## config.mk

```make
export PLATFORM = sky130hd
export DESIGN_NAME = prb_port_rx
export DESIGN_NICKNAME = d
export VERILOG_FILES = /design/src/rtl/prb_pkg.sv /design/src/rtl/prb_sync.sv /design/src/rtl/prb_ring.sv /design/src/rtl/prb_hshake.sv /design/src/rtl/prb_port_rx.sv
export SDC_FILE = /design/constraint.sdc
export NUM_CORES = 1
export LEC_CHECK = 0
export BUFFER_PORTS_ARGS = -buffer_cell sky130_fd_sc_hd__buf_4
export CAP_MARGIN = 10
export CORE_ASPECT_RATIO = 0.7
export CORE_MARGIN = 1.5
export CORE_UTILIZATION = 53
export CTS_CLUSTER_SIZE = 20
export DETAILED_ROUTE_END_ITERATION = 12
export HOLD_SLACK_MARGIN = 0.03
export PLACE_DENSITY = 0.78
export SYNTH_ARGS = -nofsm -noshare
export SYNTH_HDL_FRONTEND = slang
export SYNTH_HIERARCHICAL = 1
export SYNTH_SLANG_ARGS = --single-unit
```

## constraint.sdc

```tcl
create_clock -name clk_i -period 4.35 [get_ports clk_i]
set_clock_uncertainty 0.15 [all_clocks]
set_input_delay 0 -clock clk_i [delete_from_list [all_inputs] [get_ports clk_i]]
set_output_delay 0 -clock clk_i [all_outputs]
set_load 0.01 [all_outputs]
```

## src/rtl/prb_pkg.sv

```systemverilog
package prb_pkg;

   typedef enum logic [1:0] {
      PRB_IDLE  = 2'd0,
      PRB_STORE = 2'd1,
      PRB_ACK   = 2'd2
   } prb_state_e;

   function automatic int prb_max(input int a, input int b);
      return (a > b) ? a : b;
   endfunction

endpackage

```

## src/rtl/prb_sync.sv

```systemverilog
module prb_sync #(
   parameter int             W       = 1,
   parameter int             STAGES  = 2,
   parameter logic [W-1:0]   RST_VAL = '0
) (
   input  logic         clk_i,
   input  logic         rst_ni,
   input  logic [W-1:0] d_i,
   output logic [W-1:0] q_o
);

   if (STAGES < 1) begin : g_bad_stages
      $error("prb_sync: STAGES must be at least 1");
   end

   if (STAGES == 1) begin : g_single
      logic [W-1:0] stg_q;
      always_ff @(posedge clk_i or negedge rst_ni) begin
         if (!rst_ni) stg_q <= RST_VAL;
         else         stg_q <= d_i;
      end
      assign q_o = stg_q;
   end else begin : g_chain
      logic [STAGES-1:0][W-1:0] stg_q;
      always_ff @(posedge clk_i or negedge rst_ni) begin
         if (!rst_ni) stg_q <= {STAGES{RST_VAL}};
         else         stg_q <= {stg_q[STAGES-2:0], d_i};
      end
      assign q_o = stg_q[STAGES-1];
   end

endmodule

```

## src/rtl/prb_ring.sv

```systemverilog
module prb_ring #(
   parameter int PTR_W    = 16,
   parameter int CAP_NORM = 37888,
   parameter int CAP_FONT = 3072
) (
   input  logic             clk_i,
   input  logic             rst_ni,
   input  logic             font_mode_i,
   input  logic             clr_i,
   input  logic             adv_i,
   input  logic             rd_we_i,
   input  logic [PTR_W-1:0] rd_ptr_i,
   output logic [PTR_W-1:0] wptr_o,
   output logic [PTR_W-1:0] fill_o,
   output logic             full_o
);

   localparam logic [PTR_W:0] CAP_N = (PTR_W+1)'(CAP_NORM);
   localparam logic [PTR_W:0] CAP_F = (PTR_W+1)'(CAP_FONT);

   if (CAP_NORM < 2 || CAP_FONT < 2) begin : g_bad_cap
      $error("prb_ring: capacities must be at least 2");
   end
   if (CAP_NORM > (1 << PTR_W) || CAP_FONT > (1 << PTR_W)) begin : g_bad_ptr
      $error("prb_ring: PTR_W too narrow for capacity");
   end

   logic             mode_q;
   logic             mode_chg;
   logic [PTR_W:0]   cap;
   logic [PTR_W-1:0] w_q, r_q;
   logic [PTR_W:0]   w_inc;
   logic [PTR_W-1:0] w_nxt;
   logic [PTR_W:0]   span;
   logic             rd_ok;

   assign cap      = mode_q ? CAP_F : CAP_N;
   assign mode_chg = font_mode_i ^ mode_q;
   assign w_inc    = {1'b0, w_q} + 1'b1;
   assign w_nxt    = (w_inc == cap) ? '0 : w_inc[PTR_W-1:0];
   assign rd_ok    = ({1'b0, rd_ptr_i} < cap);

   always_comb begin
      if (w_q >= r_q) span = {1'b0, w_q} - {1'b0, r_q};
      else            span = cap - {1'b0, r_q} + {1'b0, w_q};
   end

   assign fill_o = span[PTR_W-1:0];
   assign full_o = (span == cap - 1'b1);
   assign wptr_o = w_q;

   always_ff @(posedge clk_i or negedge rst_ni) begin
      if (!rst_ni) begin
         mode_q <= 1'b0;
         w_q    <= '0;
         r_q    <= '0;
      end else begin
         mode_q <= font_mode_i;
         if (clr_i || mode_chg) begin
            w_q <= '0;
            r_q <= '0;
         end else begin
            if (adv_i)            w_q <= w_nxt;
            if (rd_we_i && rd_ok) r_q <= rd_ptr_i;
         end
      end
   end


   wptr_range_chk: assert property (@(posedge clk_i) disable iff (!rst_ni)
      ({1'b0, w_q} < cap));


   wrap_chk: assert property (@(posedge clk_i) disable iff (!rst_ni)
      (adv_i && !clr_i && !mode_chg && (w_inc == cap)) |=> (w_q == '0));


   mode_clr_chk: assert property (@(posedge clk_i) disable iff (!rst_ni)
      mode_chg |=> (fill_o == '0));


   ptr_clr_chk: assert property (@(posedge clk_i) disable iff (!rst_ni)
      clr_i |=> (fill_o == '0));

endmodule

```

## src/rtl/prb_hshake.sv

```systemverilog
module prb_hshake
   import prb_pkg::*;
#(
   parameter int ACK_CYCLES = 8
) (
   input  logic       clk_i,
   input  logic       rst_ni,
   input  logic       rise_i,
   input  logic [7:0] data_i,
   input  logic       init_act_i,
   input  logic       hold_i,
   input  logic       wr_ack_i,
   output logic       busy_o,
   output logic       ack_n_o,
   output logic       req_o,
   output logic [7:0] byte_o,
   output logic       adv_o
);

   localparam int CW = $clog2(ACK_CYCLES + 1);

   if (ACK_CYCLES < 1) begin : g_bad_ack
      $error("prb_hshake: ACK_CYCLES must be at least 1");
   end

   prb_state_e    state_q;
   logic [CW-1:0] cnt_q;
   logic [7:0]    byte_q;

   always_ff @(posedge clk_i or negedge rst_ni) begin
      if (!rst_ni) begin
         state_q <= PRB_IDLE;
         cnt_q   <= '0;
         byte_q  <= '0;
      end else if (init_act_i) begin
         state_q <= PRB_IDLE;
         cnt_q   <= '0;
      end else begin
         unique case (state_q)
            PRB_IDLE: begin
               if (rise_i && !hold_i) begin
                  byte_q  <= data_i;
                  state_q <= PRB_STORE;
               end
            end
            PRB_STORE: begin
               if (wr_ack_i) begin
                  state_q <= PRB_ACK;
                  cnt_q   <= CW'(ACK_CYCLES - 1);
               end
            end
            PRB_ACK: begin
               if (cnt_q == '0) state_q <= PRB_IDLE;
               else             cnt_q   <= cnt_q - 1'b1;
            end
            default: state_q <= PRB_IDLE;
         endcase
      end
   end

   assign busy_o  = (state_q != PRB_IDLE);
   assign ack_n_o = (state_q != PRB_ACK);
   assign req_o   = (state_q == PRB_STORE);
   assign byte_o  = byte_q;
   assign adv_o   = (state_q == PRB_STORE) && wr_ack_i && !init_act_i;

   logic [CW:0] ack_run_q;
   always_ff @(posedge clk_i or negedge rst_ni) begin
      if (!rst_ni)       ack_run_q <= '0;
      else if (!ack_n_o) ack_run_q <= ack_run_q + 1'b1;
      else               ack_run_q <= '0;
   end


   ack_len_chk: assert property (@(posedge clk_i) disable iff (!rst_ni)
      ($rose(ack_n_o) && !$past(init_act_i)) |-> (ack_run_q == (CW+1)'(ACK_CYCLES)));


   req_hold_chk: assert property (@(posedge clk_i) disable iff (!rst_ni)
      (req_o && !wr_ack_i && !init_act_i) |=> (req_o && $stable(byte_o)));

endmodule

```

## src/rtl/prb_port_rx.sv

```systemverilog
module prb_port_rx #(
   parameter int  ADDR_W      = 16,
   parameter int  BUF_BASE    = 0,
   parameter int  CAP_NORM    = 37888,
   parameter int  CAP_FONT    = 3072,
   parameter int  ACK_CYCLES  = 8,
   parameter int  SYNC_STAGES = 2,
   localparam int PTR_W       = $clog2(prb_pkg::prb_max(CAP_NORM, CAP_FONT))
) (
   input  logic              clk_i,
   input  logic              rst_ni,
   input  logic [7:0]        hdata_i,
   input  logic              hstrobe_ni,
   input  logic              hinit_ni,
   output logic              hbusy_o,
   output logic              hack_no,
   output logic              bw_req_o,
   output logic [ADDR_W-1:0] bw_addr_o,
   output logic [7:0]        bw_data_o,
   input  logic              bw_ack_i,
   input  logic              font_mode_i,
   input  logic              rd_we_i,
   input  logic [PTR_W-1:0]  rd_ptr_i,
   output logic [PTR_W-1:0]  fill_o,
   output logic              init_req_o,
   input  logic              init_ack_i
);

   if (BUF_BASE < 0 || (longint'(BUF_BASE) + prb_pkg::prb_max(CAP_NORM, CAP_FONT))
       > (longint'(1) << ADDR_W)) begin : g_bad_base
      $error("prb_port_rx: buffer does not fit the address space");
   end

   logic [8:0] sd_s;
   logic       init_s;
   logic       stb_q;
   logic       rise;
   logic       init_act;
   logic       pend_q;
   logic       clr;
   logic       full;
   logic       fsm_busy;
   logic       adv;
   logic [PTR_W-1:0] wptr;

   prb_sync #(
      .W       (9),
      .STAGES  (SYNC_STAGES),
      .RST_VAL (9'h100)
   ) i_sync_bus (
      .clk_i  (clk_i),
      .rst_ni (rst_ni),
      .d_i    ({hstrobe_ni, hdata_i}),
      .q_o    (sd_s)
   );

   prb_sync #(
      .W       (1),
      .STAGES  (SYNC_STAGES),
      .RST_VAL (1'b1)
   ) i_sync_init (
      .clk_i  (clk_i),
      .rst_ni (rst_ni),
      .d_i    (hinit_ni),
      .q_o    (init_s)
   );

   always_ff @(posedge clk_i or negedge rst_ni) begin
      if (!rst_ni) begin
         stb_q  <= 1'b1;
         pend_q <= 1'b0;
      end else begin
         stb_q  <= sd_s[8];
         pend_q <= init_act | (pend_q & ~init_ack_i);
      end
   end

   assign rise     = sd_s[8] & ~stb_q;
   assign init_act = ~init_s;
   assign clr      = pend_q & init_ack_i;

   prb_hshake #(
      .ACK_CYCLES (ACK_CYCLES)
   ) i_hshake (
      .clk_i      (clk_i),
      .rst_ni     (rst_ni),
      .rise_i     (rise),
      .data_i     (sd_s[7:0]),
      .init_act_i (init_act),
      .hold_i     (pend_q | full),
      .wr_ack_i   (bw_ack_i),
      .busy_o     (fsm_busy),
      .ack_n_o    (hack_no),
      .req_o      (bw_req_o),
      .byte_o     (bw_data_o),
      .adv_o      (adv)
   );

   prb_ring #(
      .PTR_W    (PTR_W),
      .CAP_NORM (CAP_NORM),
      .CAP_FONT (CAP_FONT)
   ) i_ring (
      .clk_i       (clk_i),
      .rst_ni      (rst_ni),
      .font_mode_i (font_mode_i),
      .clr_i       (clr),
      .adv_i       (adv),
      .rd_we_i     (rd_we_i),
      .rd_ptr_i    (rd_ptr_i),
      .wptr_o      (wptr),
      .fill_o      (fill_o),
      .full_o      (full)
   );

   assign bw_addr_o  = ADDR_W'(BUF_BASE) + ADDR_W'(wptr);
   assign init_req_o = pend_q;
   assign hbusy_o    = ~hinit_ni | init_act | pend_q | fsm_busy | full;


   init_drop_chk: assert property (@(posedge clk_i) disable iff (!rst_ni)
      $fell(init_req_o) |-> $past(init_ack_i));


   req_busy_chk: assert property (@(posedge clk_i) disable iff (!rst_ni)
      bw_req_o |-> hbusy_o);

endmodule

```

Yosys cells after proc, flatten, opt, wreduce, memory -nomap -nowiden
Cells that the tools add are included.
{ "op_classes": {"addsub": 6, "order_cmp": 2, "eq_ne": 10, "mux": 16, "n_bitwise": 14, "n_reduce_logical": 14} }
{ "op_table": {"columns": ["cell", "count"], "rows": [
  ["$mux W16", 6],
  ["$eq A17 B17 Y1", 2],
  ["$add A16 B1 Y17 const B", 1],
  ["$add A17 B16 Y17", 1],
  ["$lt A16 B17 Y1", 1],
  ["$mux W17", 1],
  ["$sub A16 B16 Y17", 1],
  ["$sub A17 B1 Y17 const B", 1],
  ["$sub A17 B16 Y17", 1],
  ["$ge A16 B16 Y1", 1],
  ["$mux W4", 3],
  ["$ne A3 B2 Y1 const B", 3],
  ["$reduce_and A3 Y1", 3],
  ["$mux W2", 4],
  ["$pmux W4 S2", 1],
  ["$ne A3 B3 Y1 const B", 2],
  ["$or A1 B1 Y1", 6],
  ["$pmux W2 S3", 1],
  ["$reduce_bool A2 Y1", 3],
  ["$logic_and A1 B1 Y1", 4],
  ["$logic_not A4 Y1", 1],
  ["$not A1 Y1", 4],
  ["$sub A4 B1 Y4 const B", 1],
  ["$and A1 B1 Y1", 3],
  ["other kinds (7)", 7]
]} }
{ "totals": {"register_bits": 69} }

Longest topological paths before layout
{ "depth": {"word_depth": 11, "mapped_depth": 17} }

Cells and area by module
Netlist, hierarchy kept.
{ "by_module_without_submodules": {"columns": ["module", "n_inst", "cells_per_inst", "area_each_um2", "seq_area_each_um2"], "rows": [
  ["prb_ring", 1, 470, 3976.3, 825.8],
  ["prb_hshake", 1, 53, 669.4, 350.3],
  ["prb_sync (i_sync_bus)", 1, 27, 520.5, 452.9],
  ["prb_port_rx", 1, 10, 92.6, 51.3],
  ["prb_sync (i_sync_init)", 1, 2, 52.6, 52.6]
]} }

Worst setup path after synthesis
Ideal clock, no wire load.
{ "synth_path": {"path_type": "register to register", "from": "register i_ring.w_q[0], in the netlist i_ring/wptr_o[0]", "to": "register i_hshake.byte_q[0], in the netlist i_hshake/byte_o[0]", "setup_time_ns": 0.125, "arrival_ns": 4.291, "path_slack_ns": -0.215, "path_stages_with_launch": 18, "cell_sequence": "dfrtp_1 -> inv_1 -> ha_1 -> inv_1 -> ha_1 -> inv_1 -> fa_1 -> nand2b_1 -> a21oi_1 -> o211ai_1 -> a211oi_1 -> nor4_1 -> o31ai_1 -> mux2i_1 -> a2111oi_2 -> or2_1 -> nor4b_4 -> mux2_2"} }
{ "synth_via": {"elab_chain_cells": 7, "elab_cells_between_ends": 9, "cone_classes": "add/sub (2); order compare (1); eq/ne (1); mux (1); bitwise (1); reduce/logical (3)"} }
{ "synth_lines": {"columns": ["item", "line", "rtl"], "rows": [
  ["from (decl)", "prb_ring.sv:31", "logic [PTR_W-1:0] w_q, r_q;"],
  ["from (signal assigned)", "prb_ring.sv:63", "if (adv_i) w_q <= w_nxt;"],
  ["$add A17 B16 Y17 (tied with other cells)", "prb_ring.sv:45", "else span = cap - {1'b0, r_q} + {1'b0, w_q};"],
  ["$mux W17 *", "prb_ring.sv:44", "if (w_q >= r_q) span = {1'b0, w_q} - {1'b0, r_q};"],
  ["via fill_o[15]", "prb_port_rx.sv:24", "output logic [PTR_W-1:0] fill_o,"],
  ["$eq A17 B17 Y1 *", "prb_ring.sv:49", "assign full_o = (span == cap - 1'b1);"],
  ["via full", "prb_port_rx.sv:41", "logic full;"],
  ["$or A1 B1 Y1 *", "prb_port_rx.sv:90", ".hold_i (pend_q | full),"],
  ["$logic_not A1 Y1 *", "prb_hshake.sv:41", "if (rise_i && !hold_i) begin"],
  ["$logic_and A1 B1 Y1 *", "prb_hshake.sv:41", null],
  ["$reduce_and A3 Y1 (no source line) *", null, null],
  ["to (signal assigned)", "prb_hshake.sv:42", "byte_q <= data_i;"],
  ["to (decl)", "prb_hshake.sv:28", "logic [7:0] byte_q;"]
]} }
Mark *: on every way through the listed nets, which the timed path passes. The rest lies on a longest branch.
A chain may end at the register's enable or synchronous reset.

Final worst setup path
{ "layout_path": {"from": "register i_ring.r_q[3]", "to": "register i_hshake.byte_q[2], in the netlist i_hshake/byte_o[2]"} }
{ "layout_via": {"elab_chain_cells": 8, "elab_cells_between_ends": 10, "cone_classes": "add/sub (3); order compare (1); eq/ne (1); mux (1); bitwise (1); reduce/logical (3)"} }
{ "layout_lines": {"columns": ["item", "line", "rtl"], "rows": [
  ["from (decl)", "prb_ring.sv:31", null],
  ["from (signal assigned)", "prb_ring.sv:64", "if (rd_we_i && rd_ok) r_q <= rd_ptr_i;"],
  ["$sub A17 B16 Y17", "prb_ring.sv:45", null],
  ["$add A17 B16 Y17", "prb_ring.sv:45", null],
  ["$mux W17 *", "prb_ring.sv:44", null],
  ["$eq A17 B17 Y1 *", "prb_ring.sv:49", null],
  ["via full", "prb_port_rx.sv:41", null],
  ["$or A1 B1 Y1 *", "prb_port_rx.sv:90", null],
  ["$logic_not A1 Y1 *", "prb_hshake.sv:41", null],
  ["$logic_and A1 B1 Y1 *", "prb_hshake.sv:41", null],
  ["$reduce_and A3 Y1 (no source line) *", null, null]
]} }
Marked as above.

==> flow_metrics.env <==
export IMPL_power_density_mw_per_mm2=321
export IMPL_ctsHtreeMaxLevel=3
export IMPL_timing_fmax_mhz=224
export IMPL_syn_instance_count=562
export IMPL_top_layer="met4"
export IMPL_stdcell_count=839
export IMPL_finalWorstSetupSlack_ns=-0.116
export IMPL_met1_length_um=6700
export IMPL_ys_types=80
export IMPL_start_kind="register"
export IMPL_yosysTopAreaCell="dfrtp_1"
export IMPL_ys_top_cells_by_count="dfrtp_1 (64), inv_1 (48), nor2_1 (40), ha_1 (37), a21oi_1 (33)"
export IMPL_routed_wl_um=15000
export IMPL_synth_nets=646
export IMPL_dp_cells=785
export IMPL_io_pins=76
export IMPL_diodes=0
export IMPL_synth_area_leaders="dfrtp_1 (30%), ha_1 (8.7%), fa_1 (5.7%), mux2i_1 (4.3%), inv_1 (3.4%)"
export IMPL_clock_latency_ns=0.34
export IMPL_viasPerCell=5.85
export IMPL_cts_buffer_depth=2
export IMPL_cap_viol_max_count=0
export IMPL_grt_pass1_vias=4662
export IMPL_hold_viol_final=0
export IMPL_overflow=0
export IMPL_area_delta_synth_final_pct=33.6
export IMPL_dr_total_vias=4908
export IMPL_antenna_found_initial=0
export IMPL_final_area_mm2=0.00709
export IMPL_drc=0
export IMPL_ant_nets=0
export IMPL_design_die_area_mm2=0.0106
export IMPL_synth_top_cell_area_share_pct=30.2
export IMPL_p_leak_nw=3.21
export IMPL_clkTransAtPathRegs_ns=0.06
export IMPL_initial_core_util_pct=54.6
export IMPL_worstMarginPinSlew_ns=1.05
export IMPL_async_flop_share_pct=100
export IMPL_layout_min_cycle_time_ns=4.47
export IMPL_wl_met3_um=923
export IMPL_min_path_cells=2
export IMPL_drv_slew=0
export IMPL_dp_final_hpwl_um=10700
export IMPL_clock_sinks=69
export IMPL_rows=30
export IMPL_wl_met2_um=7010
export IMPL_core_area_mm2=0.00972
export IMPL_fin_nets=791
export IMPL_die_width_um=123
export IMPL_dpl_worst_slack_ns=-0.145
export IMPL_critical_path_peak_fanout=4
export IMPL_cts_buffers_inserted=9
export IMPL_synth_most_common_cell="dfrtp_1"
export IMPL_grt_max_degree=70
export IMPL_die_h_um=86.8
export IMPL_hold_class="in2reg"
export IMPL_synth_top_flop_cell="dfrtp_1"
export IMPL_cp_required_ns=4.42
export IMPL_ys_warn_count=6
export IMPL_gp_congestion=0.989
export IMPL_synth_edf_count=0
export IMPL_drive_gt1_share_pct=28.3
export IMPL_reg2regPathDepth=15
export IMPL_track_usage_pct=28.8
export IMPL_path_class="reg2reg"
export IMPL_synth_avg_cell_area_um2=9.45
export IMPL_period_share_pct=103
export IMPL_slew_headroom_pct=30.1
export IMPL_end_kind="register"
export IMPL_setup_viol=10
export IMPL_status="complete, but fails checks"
export IMPL_violations="setup timing"
export IMPL_wl_per_cell_um=17.8
export IMPL_rsz0062_at_grt="true"
export IMPL_drtIter0Drc=355
export IMPL_worstPathArrival_ns=4.53
export IMPL_tns_ns=-0.630
export IMPL_drt_pass1_iter_count=5
export IMPL_root_buffer="clkbuf_16"
export IMPL_cts_tree="yes"
export IMPL_grt_pass1_wl_um=23300
export IMPL_irDropWorstVdd_uv=200
export IMPL_synth_seq_cells=69
export IMPL_dpl_cell_area_mm2=0.00626
export IMPL_ys_seq_area_share_pct=32.6
export IMPL_synthesis_area_mm2=0.00531
export IMPL_io_buffers=75
## metrics by stage
step | utilization, % | power (mW) | hold slack [ns]
final | 73.0 | 2.28 | 0.160
after floorplan | - | 1.12 | -0.446
after detailed placement | 64.4 | 1.41 | -0.0397
after CTS | 71.7 | 2.24 | 0.144
after global placement | 64.4 | 1.40 | -0.0402
after global routing | 73.0 | 2.38 | 0.150
## routing by layer
metal | vias up | track usage (%)
met5 | - | 0
met4 | 0 | 9.41
met3 | 33 | 5.46
met2 | 210 | 46.6
met1 | 2366 | 39.2
li1 | 2299 | -
## path summary, 6_finish.rpt
| check | slack, ns | from | to |
|---|---|---|---|
| hold / removal | 0.16 | hdata_i[7] | i_sync_bus/g_chain.stg_q[7] |
| setup reg to reg | -0.12 | i_ring/r_q[3] | i_hshake/byte_o[2] |
| setup / recovery | -0.12 | i_ring/r_q[3] | i_hshake/byte_o[2] |
| max in group asynchronous | 3.23 | rst_ni | i_ring/wptr_o[1] |
| min in group asynchronous | 0.17 | rst_ni | i_ring/wptr_o[14] |
| hold reg to reg | 0.20 | i_sync_bus/g_chain.stg_q[0] | i_sync_bus/q_o[0] |
## registers in the layout, summed over array words and instances, names as in the netlist
signal	cells
i_hshake/byte_o	8
i_hshake/cnt_q	4
i_hshake/state_q	2
i_ring/mode_q	1
i_ring/r_q	16
i_ring/wptr_o	16
i_sync_bus/g_chain.stg_q	9
i_sync_bus/q_o	9
i_sync_init/g_chain.stg_q	1
i_sync_init/q_o	1
init_req_o	1
stb_q	1
## placed cells by master, fill, tap and decap left out, types with 3 or more instances in the layout
cell type      netlist  final
buf_4               10    127
dfrtp_1             64     62
inv_1               48     47
nor2_1              40     40
ha_1                37     34
nand2_1             32     32
a21oi_1             33     32
dlygate4sd3_1        0     30
mux2i_1             23     22
o21ai_0             21     19
xor2_1              17     17
xnor2_1             17     16
nand3_1             13     13
fa_1                15     12
nand4_1             11     11
nor3_1              12     11
clkbuf_16            0      9
mux2_2               9      9
a21o_1               9      9
or4_1                7      7
a31oi_1              7      7
a211oi_1            10      7
nand2b_1             8      7
or3_1                7      6
nor4_1               6      6
dfstp_2              5      5
nor2b_1              4      4
nand3b_1             4      4
o21a_1               4      4
or2_4                1      3
and2_1               3      3
o211ai_1             3      3
and3_1               3      3
o21ai_1              1      3
a211oi_2             0      3
o31ai_1              4      3
fa_2                 0      3
ha_4                 0      3
## cell families after synthesis
group           share of synthesized area, %
fa+ha+maj                               14.4
simple gates                            19.3
compound gates                          15.8
mux                                     6.24
flops                                   32.6
xor+xnor                                5.61
buf+inv                                 6.03
## cell type report
type                       count  area, um2
multi-input combinational    420       3420
fill                         714       2630
sequential                    69       1740
timing repair buffer         159       1280
clock buffer                  10        229
inverter                      48        180
tap                          128        160
clock inverter                 5       85.1
## critical path, stage by stage (launching register included)
cell	delay, ns
dfrtp_1	0.38
inv_1	0.11
ha_1	0.25
fa_2	0.52
o21ai_1	0.22
a21oi_2	0.07
o211ai_1	0.33
a211oi_2	0.15
o31a_1	0.34
o31ai_4	0.23
mux2i_2	0.30
a2111oi_4	0.10
or2_4	0.30
buf_12	0.14
nor4b_4	0.38
mux2_2	0.38
## report_power, final
| group | internal (mW) | switching [mW] | leakage, nW | total, mW |
|---|---|---|---|---|
| sequential | 0.682 | 0.0208 | 0.883 | 0.703 |
| combinational | 0.404 | 0.394 | 2.18 | 0.798 |
| clock | 0.501 | 0.274 | 0.149 | 0.776 |
## what timing repair did
item	CTS	global route
pin swaps	7	16
hold endpoints to repair	96	0
endpoints found under the setup margin	10	10
resized for setup	7	19
gates cloned	1	0
hold buffers	30	0
setup buffers	5	5
(Power assumes the default switching activity.)
